File: src/rtl/chroma_rs_pkg.sv
package chroma_rs_pkg;

   // Component tag carried with every sample.
   typedef enum logic [1:0] {
      TAG_Y   = 2'd0,
      TAG_CB  = 2'd1,
      TAG_CR  = 2'd2,
      TAG_RSV = 2'd3
   } tag_e;

   // Distance between two samples of one chroma component in a 4:2:2 line.
   localparam int SPAN   = 4;
   // Window slot of the sample being filtered (slot 0 is the newest).
   localparam int CENTER = 2 * SPAN;
   // Slots needed: two same-component neighbours ahead, one behind.
   localparam int WIN    = 3 * SPAN + 1;
   // Edges from capture to the output register update.
   localparam int LAT    = CENTER + 1;

   // Per-sample side information, moved along with the data.
   typedef struct packed {
      logic valid;
      tag_e tag;
      logic sol;
      logic eol;
   } meta_t;

endpackage

File: src/rtl/chroma_rs_window.sv
module chroma_rs_window
   import chroma_rs_pkg::*;
#(
   parameter int DW = 8
) (
   input  logic          clk,
   input  logic          rst_n,
   input  meta_t         in_meta,
   input  logic [DW-1:0] in_data,
   output meta_t         win_meta [WIN],
   output logic [DW-1:0] win_data [WIN]
);

   // Shift register: slot 0 is the newest sample, slot WIN-1 the oldest.
   // It advances on every clock cycle, so distance in slots equals distance
   // in stream positions inside a gap-free line.
   for (genvar g = 0; g < WIN; g++) begin : g_slot
      if (g == 0) begin : g_head
         always_ff @(posedge clk or negedge rst_n) begin
            if (!rst_n) begin
               win_meta[g] <= '0;
               win_data[g] <= '0;
            end else begin
               win_meta[g] <= in_meta;
               win_data[g] <= in_data;
            end
         end
      end else begin : g_body
         always_ff @(posedge clk or negedge rst_n) begin
            if (!rst_n) begin
               win_meta[g] <= '0;
               win_data[g] <= '0;
            end else begin
               win_meta[g] <= win_meta[g-1];
               win_data[g] <= win_data[g-1];
            end
         end
      end
   end

endmodule

File: src/rtl/chroma_rs_taps.sv
module chroma_rs_taps
   import chroma_rs_pkg::*;
#(
   parameter int DW = 8
) (
   input  meta_t         win_meta [WIN],
   input  logic [DW-1:0] win_data [WIN],
   output logic [DW-1:0] tap_prev,
   output logic [DW-1:0] tap_cur,
   output logic [DW-1:0] tap_next1,
   output logic [DW-1:0] tap_next2
);

   localparam int PREV_SLOT  = CENTER + SPAN;
   localparam int NEXT1_SLOT = CENTER - SPAN;
   localparam int NEXT2_SLOT = CENTER - 2 * SPAN;

   logic cut_prev;   // line start between previous neighbour and center
   logic cut_next1;  // line end before the first forward neighbour
   logic cut_next2;  // line end before the second forward neighbour

   always_comb begin
      cut_prev = 1'b0;
      for (int i = CENTER; i < PREV_SLOT; i++) begin
         cut_prev = cut_prev | (win_meta[i].valid & win_meta[i].sol);
      end
   end

   always_comb begin
      cut_next1 = 1'b0;
      for (int i = NEXT1_SLOT + 1; i <= CENTER; i++) begin
         cut_next1 = cut_next1 | (win_meta[i].valid & win_meta[i].eol);
      end
   end

   always_comb begin
      cut_next2 = 1'b0;
      for (int i = NEXT2_SLOT + 1; i <= CENTER; i++) begin
         cut_next2 = cut_next2 | (win_meta[i].valid & win_meta[i].eol);
      end
   end

   // Edge replication: a missing neighbour takes the nearest in-line value.
   always_comb begin
      tap_cur   = win_data[CENTER];
      tap_prev  = cut_prev  ? win_data[CENTER] : win_data[PREV_SLOT];
      tap_next1 = cut_next1 ? win_data[CENTER] : win_data[NEXT1_SLOT];
      if (cut_next1)
         tap_next2 = win_data[CENTER];
      else if (cut_next2)
         tap_next2 = win_data[NEXT1_SLOT];
      else
         tap_next2 = win_data[NEXT2_SLOT];
   end

endmodule

File: src/rtl/chroma_rs_mac.sv
module chroma_rs_mac #(
   parameter int DW      = 8,
   parameter int SHIFT   = 7,
   parameter int W_PREV  = -3,
   parameter int W_CUR   = 101,
   parameter int W_NEXT1 = 33,
   parameter int W_NEXT2 = -3,
   parameter bit ROUND   = 1'b1
) (
   input  logic          clk,
   input  logic          rst_n,
   input  logic [DW-1:0] tap_prev,
   input  logic [DW-1:0] tap_cur,
   input  logic [DW-1:0] tap_next1,
   input  logic [DW-1:0] tap_next2,
   output logic [DW-1:0] res_q
);

   localparam int ACC_W = DW + SHIFT + 4;

   if (W_PREV + W_CUR + W_NEXT1 + W_NEXT2 != (1 << SHIFT)) begin : g_gain_chk
      $error("chroma_rs_mac: weights must sum to 2**SHIFT for unity gain");
   end
   if (SHIFT < 1 || DW < 2) begin : g_width_chk
      $error("chroma_rs_mac: SHIFT and DW out of range");
   end

   localparam logic signed [ACC_W-1:0] K_PREV  = ACC_W'(W_PREV);
   localparam logic signed [ACC_W-1:0] K_CUR   = ACC_W'(W_CUR);
   localparam logic signed [ACC_W-1:0] K_NEXT1 = ACC_W'(W_NEXT1);
   localparam logic signed [ACC_W-1:0] K_NEXT2 = ACC_W'(W_NEXT2);
   localparam logic signed [ACC_W-1:0] MAXV    = ACC_W'((1 << DW) - 1);

   logic signed [ACC_W-1:0] bias;
   if (ROUND) begin : g_round
      assign bias = ACC_W'(1 << (SHIFT - 1));
   end else begin : g_trunc
      assign bias = '0;
   end

   logic signed [ACC_W-1:0] x_prev, x_cur, x_next1, x_next2;
   logic signed [ACC_W-1:0] acc, quo;
   logic [DW-1:0]           sat;

   always_comb begin
      x_prev  = $signed({{(ACC_W-DW){1'b0}}, tap_prev});
      x_cur   = $signed({{(ACC_W-DW){1'b0}}, tap_cur});
      x_next1 = $signed({{(ACC_W-DW){1'b0}}, tap_next1});
      x_next2 = $signed({{(ACC_W-DW){1'b0}}, tap_next2});
      acc = K_PREV * x_prev + K_CUR * x_cur + K_NEXT1 * x_next1
          + K_NEXT2 * x_next2 + bias;
      quo = acc >>> SHIFT;
      if (quo < 0)
         sat = '0;
      else if (quo > MAXV)
         sat = MAXV[DW-1:0];
      else
         sat = quo[DW-1:0];
   end

   always_ff @(posedge clk or negedge rst_n) begin
      if (!rst_n) res_q <= '0;
      else        res_q <= sat;
   end

   // unity gain, a flat neighbourhood comes out unchanged
   a_r1_flat_gain: assert property (@(posedge clk) disable iff (!rst_n)
      ($past(rst_n) && $past(tap_prev == tap_cur) && $past(tap_next1 == tap_cur)
       && $past(tap_next2 == tap_cur)) |-> (res_q == $past(tap_cur)));

endmodule

File: src/rtl/chroma_resampler.sv
module chroma_resampler
   import chroma_rs_pkg::*;
#(
   parameter int DW      = 8,
   parameter int SHIFT   = 7,
   parameter int W_PREV  = -3,
   parameter int W_CUR   = 101,
   parameter int W_NEXT1 = 33,
   parameter int W_NEXT2 = -3
) (
   input  logic          clk,
   input  logic          rst_n,
   input  logic          in_valid,
   input  logic [DW-1:0] in_data,
   input  logic [1:0]    in_tag,
   input  logic          in_sol,
   input  logic          in_eol,
   output logic          out_valid,
   output logic [DW-1:0] out_data,
   output logic [1:0]    out_tag,
   output logic          out_sol,
   output logic          out_eol
);

   localparam int AGE_W = $clog2(LAT + 3);

   if (DW < 2) begin : g_dw_chk
      $error("chroma_resampler: DW must be at least 2");
   end

   meta_t         in_meta;
   meta_t         win_meta [WIN];
   logic [DW-1:0] win_data [WIN];
   logic [DW-1:0] t_prev, t_cur, t_next1, t_next2;
   logic [DW-1:0] chroma_q;
   logic [DW-1:0] pass_q;
   meta_t         meta_q;
   logic          is_chroma_q;

   always_comb begin
      in_meta.valid = in_valid;
      in_meta.tag   = tag_e'(in_tag);
      in_meta.sol   = in_sol;
      in_meta.eol   = in_eol;
   end

   chroma_rs_window #(.DW(DW)) u_window (
      .clk      (clk),
      .rst_n    (rst_n),
      .in_meta  (in_meta),
      .in_data  (in_data),
      .win_meta (win_meta),
      .win_data (win_data)
   );

   chroma_rs_taps #(.DW(DW)) u_taps (
      .win_meta  (win_meta),
      .win_data  (win_data),
      .tap_prev  (t_prev),
      .tap_cur   (t_cur),
      .tap_next1 (t_next1),
      .tap_next2 (t_next2)
   );

   chroma_rs_mac #(
      .DW      (DW),
      .SHIFT   (SHIFT),
      .W_PREV  (W_PREV),
      .W_CUR   (W_CUR),
      .W_NEXT1 (W_NEXT1),
      .W_NEXT2 (W_NEXT2),
      .ROUND   (1'b1)
   ) u_mac (
      .clk       (clk),
      .rst_n     (rst_n),
      .tap_prev  (t_prev),
      .tap_cur   (t_cur),
      .tap_next1 (t_next1),
      .tap_next2 (t_next2),
      .res_q     (chroma_q)
   );

   // Output stage, aligned with the multiply-accumulate register.
   always_ff @(posedge clk or negedge rst_n) begin
      if (!rst_n) begin
         meta_q      <= '0;
         pass_q      <= '0;
         is_chroma_q <= 1'b0;
      end else begin
         meta_q      <= win_meta[CENTER];
         pass_q      <= win_data[CENTER];
         is_chroma_q <= (win_meta[CENTER].tag == TAG_CB) ||
                        (win_meta[CENTER].tag == TAG_CR);
      end
   end

   assign out_valid = meta_q.valid;
   assign out_data  = is_chroma_q ? chroma_q : pass_q;
   assign out_tag   = meta_q.tag;
   assign out_sol   = meta_q.sol;
   assign out_eol   = meta_q.eol;

   // Edges since reset, saturating; guards properties that look back LAT+1.
   logic [AGE_W-1:0] age_q;
   always_ff @(posedge clk or negedge rst_n) begin
      if (!rst_n)                       age_q <= '0;
      else if (age_q != AGE_W'(LAT + 2)) age_q <= age_q + 1'b1;
   end

   // luma data leaves unchanged after the fixed delay
   a_r5_luma_pass: assert property (@(posedge clk) disable iff (!rst_n)
      (age_q == AGE_W'(LAT + 2) && out_valid && out_tag == 2'd0)
      |-> (out_data == $past(in_data, LAT + 1)));

   // valid and tag follow the input after the fixed delay
   a_r7_order: assert property (@(posedge clk) disable iff (!rst_n)
      (age_q == AGE_W'(LAT + 2)) |->
      (out_valid == $past(in_valid, LAT + 1)) &&
      (!out_valid || out_tag == $past(in_tag, LAT + 1)));

   // line markers follow the input after the fixed delay
   a_r7_markers: assert property (@(posedge clk) disable iff (!rst_n)
      (age_q == AGE_W'(LAT + 2) && out_valid) |->
      (out_sol == $past(in_sol, LAT + 1)) && (out_eol == $past(in_eol, LAT + 1)));

   // nothing leaves the block until the pipeline has filled
   a_r8_quiet_start: assert property (@(posedge clk) disable iff (!rst_n)
      (age_q < AGE_W'(LAT)) |-> !out_valid);

endmodule

File: config.mk
export PLATFORM = sky130hd
export DESIGN_NAME = chroma_resampler
export DESIGN_NICKNAME = d
export VERILOG_FILES = /design/src/rtl/chroma_rs_pkg.sv /design/src/rtl/chroma_rs_window.sv /design/src/rtl/chroma_rs_taps.sv /design/src/rtl/chroma_rs_mac.sv /design/src/rtl/chroma_resampler.sv
export SDC_FILE = /design/constraint.sdc
export NUM_CORES = 1
export LEC_CHECK = 0
export BUFFER_PORTS_ARGS = -buffer_cell sky130_fd_sc_hd__buf_2
export CORE_UTILIZATION = 26
export CTS_BUF_LIST = sky130_fd_sc_hd__clkbuf_8 sky130_fd_sc_hd__clkbuf_16
export CTS_CLUSTER_SIZE = 12
export DETAILED_ROUTE_END_ITERATION = 12
export PLACE_DENSITY = 0.46
export SLEW_MARGIN = 25
export SYNTH_ARGS = -nofsm -noshare
export SYNTH_HDL_FRONTEND = slang
export SYNTH_SLANG_ARGS = --single-unit
File: constraint.sdc
create_clock -name clk -period 15.6 [get_ports clk]
set_input_delay 3.12 -clock clk [delete_from_list [all_inputs] [get_ports clk]]
set_output_delay 3.12 -clock clk [all_outputs]
set_load 0.05 [all_outputs]
==> results.py <==
metrics = {
    "run_status": {
        "outcome": "finished, final reports clean",
    },
    "route": {
        "drt_iter0_drc": 191,
        "via_count": 4878,
        "wl_per_cell_um": 14.67,
        "wl_mm": 17.13,
        "final_antenna_net_count": 0,
        "remaining_drc_errors": 0,
        "viasPerCell": 4.176,
        "dr.pass1.iters": 4,
    },
    "clock_network": {
        "postCtsSetupBuffers": 0,
        "hold_buffers": 0,
        "htreeDepth": 4,
        "cts.clk_slew.worst_paths_ns": 0.08,
        "cts_buffers": 17,
        "root_buffer": "clkbuf_16",
        "cts_tree": "done",
        "cts.sinks": 167,
        "clkLatencyLatePin_ns": 0.43,
        "post_cts_resized": 0,
        "cts_buffer_depth": 2,
    },
    "timing": {
        "fin_crit_sh_pct": 47.43,
        "finalSetupViolCount": 0,
        "hold_viol": 0,
        "min_period_ns": 7.399,
        "maxSlewHeadroom_pct": 46.23,
        "fmax_mhz": 135.2,
        "slew_violations": 0,
        "worst_pin_slew_ns": 0.8065,
        "rsz0062_at_grt": "no",
        "finalSetupTns_ns": 0,
        "skew_ns": 0.01874,
    },
    "floorplan": {
        "core_area_sq_um": 31960,
        "fp.dieH_um": 183.2,
        "row_count": 65,
        "initial_core_util_pct": 26.72,
        "fp.dieW_um": 183.2,
        "fp.dieArea_sq_um": 33570,
        "ioPinCount": 28,
    },
    "cells_and_area": {
        "diodes": 0,
        "drive_above_1_share_pct": 11.05,
        "nets": 889,
        "syn_to_final_growth_pct": 14.71,
        "final_common_cell": "dfrtp_1",
        "layout_common_cells": "167 x dfrtp_1, 116 x ha_1, 94 x inv_1, 37 x fa_1, 29 x a21oi_1",
        "fillCellCount": 3215,
    },
    "yosys": {
        "synth-warning-count": 0,
        "ys_seq_area_share_pct": 48.94,
        "synth.net_count": 844,
        "synth_ff_type": "dfrtp_1",
        "ys_ff_latch": 167,
        "synthArstFlopShare_pct": 100.0,
        "syn_inst": 676,
        "ys_types": 48,
        "syn_area_per_cell_sq_um": 12.63,
        "synthesis.area_sq_um": 8539,
        "synth_edf_count": 0,
    },
    "worst_setup_path": {
        "crit_type": "register to register",
        "startpoint_type": "register",
        "worstPathArrival_ns": 7.68,
        "cp-end-kind": "register",
        "required_ns": 15.88,
        "crit_fanout": 8,
    },
    "place": {
        "portBuffers": 27,
        "hpwl_mm": 13.26,
        "gp_congestion": 0.8107,
    },
    "min_path": {
        "worstHoldPathType": "register to register",
    },
    "global_routing": {
        "grt_pass1_vias": 5157,
        "grt_use_total_pct": 11.36,
        "grt_pass1_wl_mm": 28.65,
        "grt_max_degree": 95,
        "grt-ovfl-total": 0,
        "antenna_found_initial": 0,
    },
    "run": {
        "cap_violations": 0,
    },
}
[synthesized netlist by cell type, types with 2 or more instances]
master | number | area (sq um)
a21o_1 | 11 | 82.58
a21oi_1 | 29 | 145.1
a22oi_1 | 6 | 45.04
a311oi_1 | 9 | 78.83
a31oi_1 | 4 | 25.02
and2_1 | 4 | 25.02
clkbuf_1 | 4 | 15.01
dfrtp_1 | 167 | 4179
fa_1 | 37 | 740.7
ha_1 | 116 | 1451
inv_1 | 93 | 349.1
mux2_2 | 10 | 112.6
mux2i_1 | 18 | 180.2
nand2_1 | 24 | 90.09
nand2b_1 | 3 | 18.77
nand3_1 | 11 | 55.05
nor2_1 | 16 | 60.06
nor2b_1 | 8 | 50.05
nor3_1 | 8 | 40.04
o2111ai_1 | 2 | 17.52
o21a_1 | 5 | 37.54
o21ai_0 | 18 | 90.09
o21ai_1 | 2 | 10.01
o21bai_1 | 6 | 45.04
or2_2 | 2 | 12.51
or3_1 | 3 | 18.77
xnor2_1 | 26 | 227.7
xor2_1 | 14 | 122.6
[metrics by stage]
stage	utilization (%)	instances	instance area [sq um]	setup WS [ns]	hold slack [ns]
finish	30.65	1168	9796	8.201	0.3341
global route	30.65	1168	9796	7.691	0.3411
CTS	30.56	1167	9768	8.118	0.3374
detailed placement	28.85	1136	9221	8.172	0.3347
global placement	28.85	1136	9221	8.160	0.3311
floorplan	-	676	8539	8.942	0.3312
[kinds of logic (layout without fill, tap and decap cells)]
logic type | count (synthesis) | after routing | share of synthesized area, %
multiplexers | 28 | 28 | 3.429
AO/OA/AOI/OAI | 103 | 103 | 8.308
buffers and inverters | 98 | 155 | 4.395
AND/OR/NAND/NOR | 87 | 87 | 5.158
adder cells (fa/ha/maj) | 153 | 153 | 25.67
XOR/XNOR | 40 | 40 | 4.103
flip-flops | 167 | 167 | 48.94
[cell type report]
cell class	count	area (sq um)	share of cell area, %
sequential	167	4179	42.66
multi-input combinational	411	3985	40.68
inverter	93	349.1	3.564
timing repair buffer	31	191.4	1.954
clock inverter	14	121.4	1.239
clock buffer	17	425.4	4.343
tap	435	544.3	5.556
[metal layers]
layer	up-vias	part of all wire, %	GRT usage, %
li1	2363	-	-
met1	2440	49	15.46
met2	55	48	18.17
met3	20	1.7	1.807
met4	0	1.8	4.233
met5	-	0	0
[worst max-delay path, stage by stage, from the launching register on]
cell and delay (ns):
dfrtp_1 0.40, a22oi_1 0.20, nand2_1 0.42, mux2i_1 0.55, ha_1 0.34, ha_1 0.30, ha_1 0.17, inv_1 0.05
fa_1 0.40, nor2b_1 0.12, o21ai_0 0.08, nand2b_1 0.11, a21o_1 0.13, a21o_1 0.14, a21o_1 0.31, inv_1 0.15
fa_1 0.58, fa_1 0.43, ha_1 0.30, ha_1 0.36, a21oi_1 0.21, a21boi_1 0.11, a211o_1 0.25, a21o_1 0.19
or3_1 0.35, a211oi_4 0.43, a311oi_1 0.16
[worst paths after layout]
| kind | start | end | slack, ns | depth (start not counted) |
|---|---|---|---|---|
| max | u_window.win_meta[24] | u_mac.res_q[4] | 8.20 | 26 |
| min | u_window.win_data[59] | u_window.win_data[51] | 0.33 | 0 |
| max reg2reg | u_window.win_meta[24] | u_mac.res_q[4] | 8.20 | 26 |
| min reg2reg | u_window.win_data[59] | u_window.win_data[51] | 0.33 | 0 |
| max in group asynchronous | rst_n | u_window.win_data[10] | 11.69 | 3 |
| min in group asynchronous | rst_n | u_window.win_data[99] | 2.77 | 1 |
[sequential cells by signal, summed over array words and instances (netlist names)]
name	flops
is_chroma_q	1
out_eol	1
out_tag	2
u_mac.res_q	8
u_window.win_data	104
u_window.win_meta	51
Power is not shown: default switching activity piles up to over one toggle a cycle in this logic, so the estimate is an artifact.
